## config.mk

```make
export PLATFORM = sky130hd
export DESIGN_NAME = dec_timer
export DESIGN_NICKNAME = d
export VERILOG_FILES = /design/src/rtl/dec_pkg.sv /design/src/rtl/dec_tick_gen.sv /design/src/rtl/dec_count.sv /design/src/rtl/dec_req_fsm.sv /design/src/rtl/dec_timer.sv
export SDC_FILE = /design/constraint.sdc
export NUM_CORES = 1
export LEC_CHECK = 0
export BUFFER_PORTS_ARGS = -buffer_cell sky130_fd_sc_hd__buf_4
export CELL_PAD_IN_SITES_DETAIL_PLACEMENT = 1
export CELL_PAD_IN_SITES_GLOBAL_PLACEMENT = 1
export CORE_MARGIN = 2
export CORE_UTILIZATION = 41
export DETAILED_ROUTE_END_ITERATION = 6
export PLACE_DENSITY_LB_ADDON = 0.1
export SLEW_MARGIN = 5
export SYNTH_ARGS = -nofsm -noshare
export SYNTH_HDL_FRONTEND = slang
export SYNTH_SLANG_ARGS = --single-unit
```

## constraint.sdc

```tcl
create_clock -name clk -period 4.9 [get_ports clk]
set_input_delay 0.245 -clock clk [delete_from_list [all_inputs] [get_ports clk]]
set_output_delay 0.245 -clock clk [all_outputs]
set_load 0.03 [all_outputs]
```

## src/rtl/dec_pkg.sv

```systemverilog
package dec_pkg;
    typedef enum logic {
        ST_IDLE = 1'b0,
        ST_PEND = 1'b1
    } req_state_e;

    typedef enum logic {
        SRC_PRESCALE = 1'b0,
        SRC_EXT      = 1'b1
    } tick_src_e;
endpackage

```

## src/rtl/dec_tick_gen.sv

```systemverilog
module dec_tick_gen #(
    parameter int unsigned PRESCALE    = 16,
    parameter int unsigned SYNC_STAGES = 2
) (
    input  logic clk,
    input  logic por_n,
    input  logic run_en,
    input  logic src_sel,
    input  logic ext_tick,
    output logic tick_o
);
    import dec_pkg::*;

    localparam int unsigned PW = (PRESCALE > 1) ? $clog2(PRESCALE) : 1;

    logic [SYNC_STAGES:0] sync_q;
    logic                 ext_rise;
    logic                 pre_tick;

    // synchroniser plus one extra stage for edge detection
    always_ff @(posedge clk or negedge por_n) begin
        if (!por_n) begin
            sync_q <= '0;
        end else begin
            sync_q <= {sync_q[SYNC_STAGES-1:0], ext_tick};
        end
    end

    assign ext_rise = sync_q[SYNC_STAGES-1] & ~sync_q[SYNC_STAGES];

    generate
        if (PRESCALE <= 1) begin : g_nodiv
            assign pre_tick = run_en && (tick_src_e'(src_sel) == SRC_PRESCALE);
        end else begin : g_div
            localparam logic [PW-1:0] P_LAST = PW'(PRESCALE - 1);
            logic [PW-1:0] pcnt;

            always_ff @(posedge clk or negedge por_n) begin
                if (!por_n) begin
                    pcnt <= '0;
                end else if (!run_en || (tick_src_e'(src_sel) == SRC_EXT)) begin
                    pcnt <= '0;
                end else if (pcnt == P_LAST) begin
                    pcnt <= '0;
                end else begin
                    pcnt <= pcnt + 1'b1;
                end
            end

            assign pre_tick = run_en && (tick_src_e'(src_sel) == SRC_PRESCALE)
                              && (pcnt == P_LAST);
        end
    endgenerate

    always_comb begin
        unique case (tick_src_e'(src_sel))
            SRC_PRESCALE: tick_o = pre_tick;
            SRC_EXT:      tick_o = run_en && ext_rise;
        endcase
    end
endmodule

```

## src/rtl/dec_count.sv

```systemverilog
module dec_count #(
    parameter int unsigned DEC_W = 32
) (
    input  logic             clk,
    input  logic             por_n,
    input  logic             tick,
    input  logic             wr_en,
    input  logic [DEC_W-1:0] wr_data,
    output logic [DEC_W-1:0] cnt_o,
    output logic             msb_rise_o
);
    logic [DEC_W-1:0] cnt_q;
    logic [DEC_W-1:0] cnt_nxt;

    // a write takes priority; a tick in the same cycle is dropped
    always_comb begin
        if (wr_en) begin
            cnt_nxt = wr_data;
        end else if (tick) begin
            cnt_nxt = cnt_q - 1'b1;
        end else begin
            cnt_nxt = cnt_q;
        end
    end

    always_ff @(posedge clk or negedge por_n) begin
        if (!por_n) begin
            cnt_q <= '0;
        end else begin
            cnt_q <= cnt_nxt;
        end
    end

    assign msb_rise_o = ~cnt_q[DEC_W-1] & cnt_nxt[DEC_W-1];
    assign cnt_o      = cnt_q;
endmodule

```

## src/rtl/dec_req_fsm.sv

```systemverilog
module dec_req_fsm (
    input  logic clk,
    input  logic por_n,
    input  logic sys_rst_n,
    input  logic rise_i,
    input  logic mask_i,
    input  logic ack_i,
    output logic req_o
);
    import dec_pkg::*;

    req_state_e st_q;
    req_state_e st_nxt;
    logic       new_req;

    assign new_req = rise_i && !mask_i;

    always_comb begin
        st_nxt = st_q;
        unique case (st_q)
            ST_IDLE: if (new_req) st_nxt = ST_PEND;                  // RAISE
            ST_PEND: if (ack_i && !new_req) st_nxt = ST_IDLE;        // TAKE; else REARM/HOLD
        endcase
    end

    always_ff @(posedge clk or negedge por_n) begin
        if (!por_n) begin
            st_q <= ST_IDLE;
        end else if (!sys_rst_n) begin
            st_q <= ST_IDLE;
        end else begin
            st_q <= st_nxt;
        end
    end

    always_comb begin
        req_o = (st_q == ST_PEND);
    end
endmodule

```

## src/rtl/dec_timer.sv

```systemverilog
module dec_timer #(
    parameter int unsigned DEC_W       = 32,
    parameter int unsigned PRESCALE    = 16,
    parameter int unsigned SYNC_STAGES = 2
) (
    input  logic             clk,
    input  logic             por_n,
    input  logic             sys_rst_n,
    input  logic             run_en,
    input  logic             src_sel,
    input  logic             ext_tick,
    input  logic             wr_en,
    input  logic [DEC_W-1:0] wr_data,
    output logic [DEC_W-1:0] rd_data,
    output logic             req_o,
    input  logic             ack_i,
    input  logic             mask_i
);
    logic tick;
    logic msb_rise;

    dec_tick_gen #(
        .PRESCALE    (PRESCALE),
        .SYNC_STAGES (SYNC_STAGES)
    ) u_tick (
        .clk      (clk),
        .por_n    (por_n),
        .run_en   (run_en),
        .src_sel  (src_sel),
        .ext_tick (ext_tick),
        .tick_o   (tick)
    );

    dec_count #(
        .DEC_W (DEC_W)
    ) u_cnt (
        .clk        (clk),
        .por_n      (por_n),
        .tick       (tick),
        .wr_en      (wr_en),
        .wr_data    (wr_data),
        .cnt_o      (rd_data),
        .msb_rise_o (msb_rise)
    );

    dec_req_fsm u_req (
        .clk       (clk),
        .por_n     (por_n),
        .sys_rst_n (sys_rst_n),
        .rise_i    (msb_rise),
        .mask_i    (mask_i),
        .ack_i     (ack_i),
        .req_o     (req_o)
    );
endmodule

```

# Yosys cells after proc, flatten, opt, wreduce, memory -nomap -nowiden
# Index checks and enable logic that the tools add are counted.
# totals
ff_bits	40
in_bits	41
out_inout_bits	33
elab_cells	33
# classes
n_addsub	2
n_eq_ne	1
muxes	9
bitwise_logic	6
reduce_logical	10
# op_table
operator	count
two-way mux 32 bit	2
subtractor 32 x 1 -> 32 bit, second input constant	1
two-way mux 4 bit	2
logical AND 1 bit	5
adder 4 x 1 -> 4 bit, second input constant	1
== test 4 bit, second input constant	1
inverter 1 bit	4
one-hot mux 1 bit (2 select lines)	2
logical NOT 1 bit	3
two-way mux 1 bit	3
bitwise AND 1 bit	2
nonzero test 2 bit	1
logical OR 1 bit	1

# Logic depth before layout (Yosys ltp)
# logic_depth
ltp_word	13
mapped_depth	7
mapped_depth_nobuf	6

# Modules after synthesis
# Synthesis repeated with hierarchy kept, for this count alone.
# unflattened
hier_cells	235
hier_area_um2	2187.1
# modules_own_cells
module	n_inst	cells_per_inst	area_each_um2	seq_area_each_um2
dec_count	1	211	1869.3	800.8
dec_tick_gen	1	20	269.0	175.2
dec_req_fsm	1	4	48.8	25.0

# Worst setup path before layout
# Ideal clock, no wire load.
# synth_path
path_type	flip-flop to flip-flop
startpoint	register u_cnt.cnt_q[0] (netlist: u_cnt.cnt_o[0])
endpoint	register u_cnt.cnt_q[14] (netlist: u_cnt.cnt_o[14])
setup_time_ns	0.082
arrival_time_ns	2.135
required_time_ns	4.818
slack_ns	2.683
path_stages_with_launch	7
n_path_buf	0
period_less_slack_ns	2.217
cell_sequence	dfrtp_1 > inv_1 > ha_1 > nor4b_2 > o2111ai_1 > or4_2 > a31oi_1
# synth_between
elab_chain_cells	3
# synth_rtl
item	line	text
from (decl)	dec_count.sv:12	logic [DEC_W-1:0] cnt_q;
from (signal assigned)	dec_count.sv:30	cnt_q <= cnt_nxt;
subtractor 32 x 1 -> 32 bit	dec_count.sv:20	cnt_nxt = cnt_q - 1'b1;
two-way mux 32 bit	dec_count.sv:19	end else if (tick) begin
two-way mux 32 bit	dec_count.sv:17	if (wr_en) begin
# No other way between the ends. The select of a mux whose other input is x is not followed.
# A chain may end at the register's enable or synchronous reset.

# Final worst setup path
# layout_path
startpoint	register u_tick.g_div.pcnt[0]
endpoint	register u_cnt.cnt_q[13] (netlist: u_cnt.cnt_o[13])
# layout_between
elab_chain_cells	4
# layout_rtl
item	line	text
from (decl)	dec_tick_gen.sv:36	logic [PW-1:0] pcnt;
from (signal assigned)	dec_tick_gen.sv:46	pcnt <= pcnt + 1'b1;
== test 4 bit	dec_tick_gen.sv:51	&& (pcnt == P_LAST);
logical AND 1 bit	dec_tick_gen.sv:51	
one-hot mux 1 bit (2 select lines)	dec_tick_gen.sv:56	unique case (tick_src_e'(src_sel))
nonzero test 2 bit (no line)	-	
# No other way between the ends.

==> impl_summary.log <==
INFO  metric cts.sinks = 40
INFO  metric ctsHtreeMaxLevel = 2
INFO  metric regToRegSetupSlack = 2180 ps
INFO  metric critical_path.startpoint = u_tick.g_div.pcnt[0]
INFO  metric antenna_found_initial = 0
INFO  metric nets = 375
INFO  metric nFillCells = 680
INFO  metric cts.path.max_buffers = 2
INFO  metric die_w = 80.75 µm
INFO  metric detailed_place_hpwl = 4903 µm
INFO  metric globalRoute.totalOverflow = 0
INFO  metric numPortBuffers = 73
INFO  metric regToRegStartpoint = u_tick.g_div.pcnt[0]
INFO  metric status = completed
INFO  metric slew_of_the_pin_with_the_lowest_slew_margin = 1146 ps
INFO  metric clock_latency_reported_for_the_late_side_of_the_worst_skew_pair = 290 ps
INFO  metric post_synth_inst_count = 270
INFO  metric grt_first_pass_wirelength = 11520 µm
INFO  metric rel_slew_slack = 23.54%
INFO  metric vdd_drop_max = 0.1508 mV
INFO  metric fin_util = 55.53%
INFO  metric crit_end = u_cnt.cnt_o[13]
INFO  metric total_placed_cells_including_tap_cells = 396
INFO  metric edff_count_synth = 0
INFO  metric hold_path_class = in2reg
INFO  metric crit-reg2reg-capture = u_cnt.cnt_o[13]
INFO  metric cts_buffers = 5
INFO  metric vias_in_the_first_global_route = 2292
INFO  metric stdcell_count = 405
INFO  metric postSynthRegisterBits = 40
INFO  metric postCtsSetupRepairBufs = 0
INFO  metric syn-mean-instance-area = 8.944 µm²
INFO  metric hold_buffers = 1
INFO  metric arrival = 2930 ps
INFO  metric drt_first_pass_iters = 4
INFO  metric timing.setup.tns = 0 ps
INFO  metric postSynth.asyncResetShare = 100.0%
INFO  metric clock-root-buffer = sky130_fd_sc_hd__clkbuf_8
INFO  metric antenna_cells_inserted = 0
INFO  metric floorplan.core_area = 5608 µm²
INFO  metric timing.fmax = 0.3681 GHz
INFO  metric layout.cells.most_common = sky130_fd_sc_hd__buf_4
INFO  metric largest_fanout_of_any_net_on_the_critical_path = 16
INFO  metric gp_congestion = 0.8267
INFO  metric cellLeakagePower = 1.222 nW
INFO  metric synth_fp_nets = 313
INFO  metric post-route-drc-count = 0
INFO  metric initial_cell_density_of_the_core = 43.06%
INFO  metric mostFrequentLayoutCells = sky130_fd_sc_hd__buf_4 (73), sky130_fd_sc_hd__dfrtp_1 (40), sky130_fd_sc_hd__nor2_1 (30)
INFO  metric critPathLaunchType = flip-flop
INFO  metric finalHoldViolations = 0
INFO  metric wl = 6953 µm
INFO  metric power_density = 287.0 nW/µm²
INFO  metric register_area_share_after_synthesis = 41.45%
INFO  metric floorplan.die_area = 6520 µm²
INFO  metric yosys_warnings = 0
INFO  metric post-route-min-period = 2716 ps
INFO  metric worstPathRequired = 5120 ps
INFO  metric max_cap_violations = 0
INFO  metric die_y = 80.75 µm
INFO  metric via_count = 2402
INFO  metric ys_dominant_reg_cell = sky130_fd_sc_hd__dfrtp_1
INFO  metric drt_iter0_markers = 99
INFO  metric synthesis.area = 2415 µm²
INFO  metric drtAntennaViolNets = 0
INFO  metric worst_clock_skew = 3.957 ps
INFO  metric yosys.cell_types.count = 41
INFO  metric global_route.usage.total = 22.59%
INFO  metric slew_limit_fails = 0
INFO  metric min_period_over_period = 55.44%
INFO  metric clkSlewWorstSetupHoldPaths = 80 ps
INFO  metric ctsResizeCount = 0
INFO  metric avgViaCountPerCell = 5.931
INFO  metric tritoncts = done
INFO  metric reg2regPathDepth = 5
INFO  metric crit_path_end_kind = flip-flop
INFO  metric finalHoldWorstSlack = 53.64 ps
INFO  metric grt_start_max_net_pins = 41
INFO  metric critPathKind = reg2reg
INFO  metric layout_area_overhead = 28.96%
INFO  metric preCtsSetupSlack = 2244 ps
INFO  metric setup_slack = 2184 ps
INFO  metric grt_setup_unrepaired = false
INFO  metric layout-drive-gt1-share = 26.73%
INFO  metric rows = 27
INFO  metric top_level_ports = 74
INFO  metric route.detailed.wl_per_inst = 17.17 µm
INFO  metric timing.final.setup_violations = 0
worst min path at each step:
| stage | depth (start not counted) | to | from |
|---|---|---|---|
| 2_1_floorplan | 0 | u_cnt.cnt_o[0] | por_n |
| 5_1_grt | 1 | u_tick.sync_q[0] | ext_tick |
| 6_report | 1 | u_tick.sync_q[0] | ext_tick |
| 3_3_place_gp | 1 | u_cnt.cnt_o[27] | por_n |
| 4_1_cts | 1 | u_tick.sync_q[0] | ext_tick |
| 3_5_place_dp | 1 | u_cnt.cnt_o[27] | por_n |
layer usage:
| metal | track usage (%) | vias to the layer above | share of wire, % |
|---|---|---|---|
| met5 | 0 | - | 0 |
| met4 | 5.593 | 0 | 1.1 |
| met3 | 4.333 | 8 | 4.5 |
| met1 | 31.69 | 1161 | 47 |
| li1 | - | 1172 | - |
| met2 | 36.17 | 61 | 47 |
flip-flops by register name, indices dropped and copies added, names as in the netlist:
| signal | cells |
|---|---|
| u_cnt.cnt_o | 32 |
| u_tick.g_div.pcnt | 4 |
| u_tick.sync_q | 3 |
| u_req.req_o | 1 |
per-stage QoR:
step                       power, W  instance area (µm²)
final                     0.0008937                 3114
after global routing      0.0009362                 3114
after CTS                 0.0009010                 3114
after detailed placement  0.0006013                 2978
after global placement    0.0005963                 2978
after floorplan           0.0005068                 2415
critical path, stage by stage (launching register included):
cell	delay [ps]
sky130_fd_sc_hd__dfrtp_1	400
sky130_fd_sc_hd__ha_1	250
sky130_fd_sc_hd__and4b_1	590
sky130_fd_sc_hd__o2111ai_1	540
sky130_fd_sc_hd__or4_2	690
sky130_fd_sc_hd__a31oi_1	170
cells in the mapped netlist (6+ instances only):
cell	count	area, µm²
sky130_fd_sc_hd__o211ai_1	7	52.55
sky130_fd_sc_hd__nor3_1	9	45.04
sky130_fd_sc_hd__or4_1	24	180.2
sky130_fd_sc_hd__nand3_1	6	30.03
sky130_fd_sc_hd__a31oi_1	21	131.4
sky130_fd_sc_hd__clkbuf_1	16	60.06
sky130_fd_sc_hd__o21ai_0	14	70.07
sky130_fd_sc_hd__nand2_1	12	45.04
sky130_fd_sc_hd__nor2_1	30	112.6
sky130_fd_sc_hd__inv_1	8	30.03
sky130_fd_sc_hd__o2111ai_1	7	61.31
sky130_fd_sc_hd__o31ai_1	17	127.6
sky130_fd_sc_hd__dfrtp_1	40	1001
sky130_fd_sc_hd__or3_1	6	37.54
logic make-up (layout without fill, tap and decap cells):
family | after synthesis | count (layout) | share of synthesized area, %
compound gates | 81 | 81 | 23.37
xor+xnor | 8 | 8 | 2.901
fa+ha+maj | 2 | 2 | 1.036
buf+inv | 27 | 90 | 4.352
flops | 40 | 40 | 41.45
mux | 1 | 1 | 0.4663
simple gates | 111 | 111 | 26.43
cell type report:
type	count	area (µm²)	area share (%)
clock inverters	1	30.03	0.9642
flip-flops and latches	40	1001	32.14
repair buffers	74	558.0	17.92
well taps	72	90.09	2.893
clock buffers	7	96.34	3.094
inverters	8	30.03	0.9642
multi-input cells	203	1309	42.03
where the power goes:
part	switching, W	internal [W]	total (W)
clock network	0.000118	0.000180	0.000298
registers	0.0000396	0.000355	0.000395
logic	0.000117	0.0000832	0.000201
(Power assumes the default switching activity.)
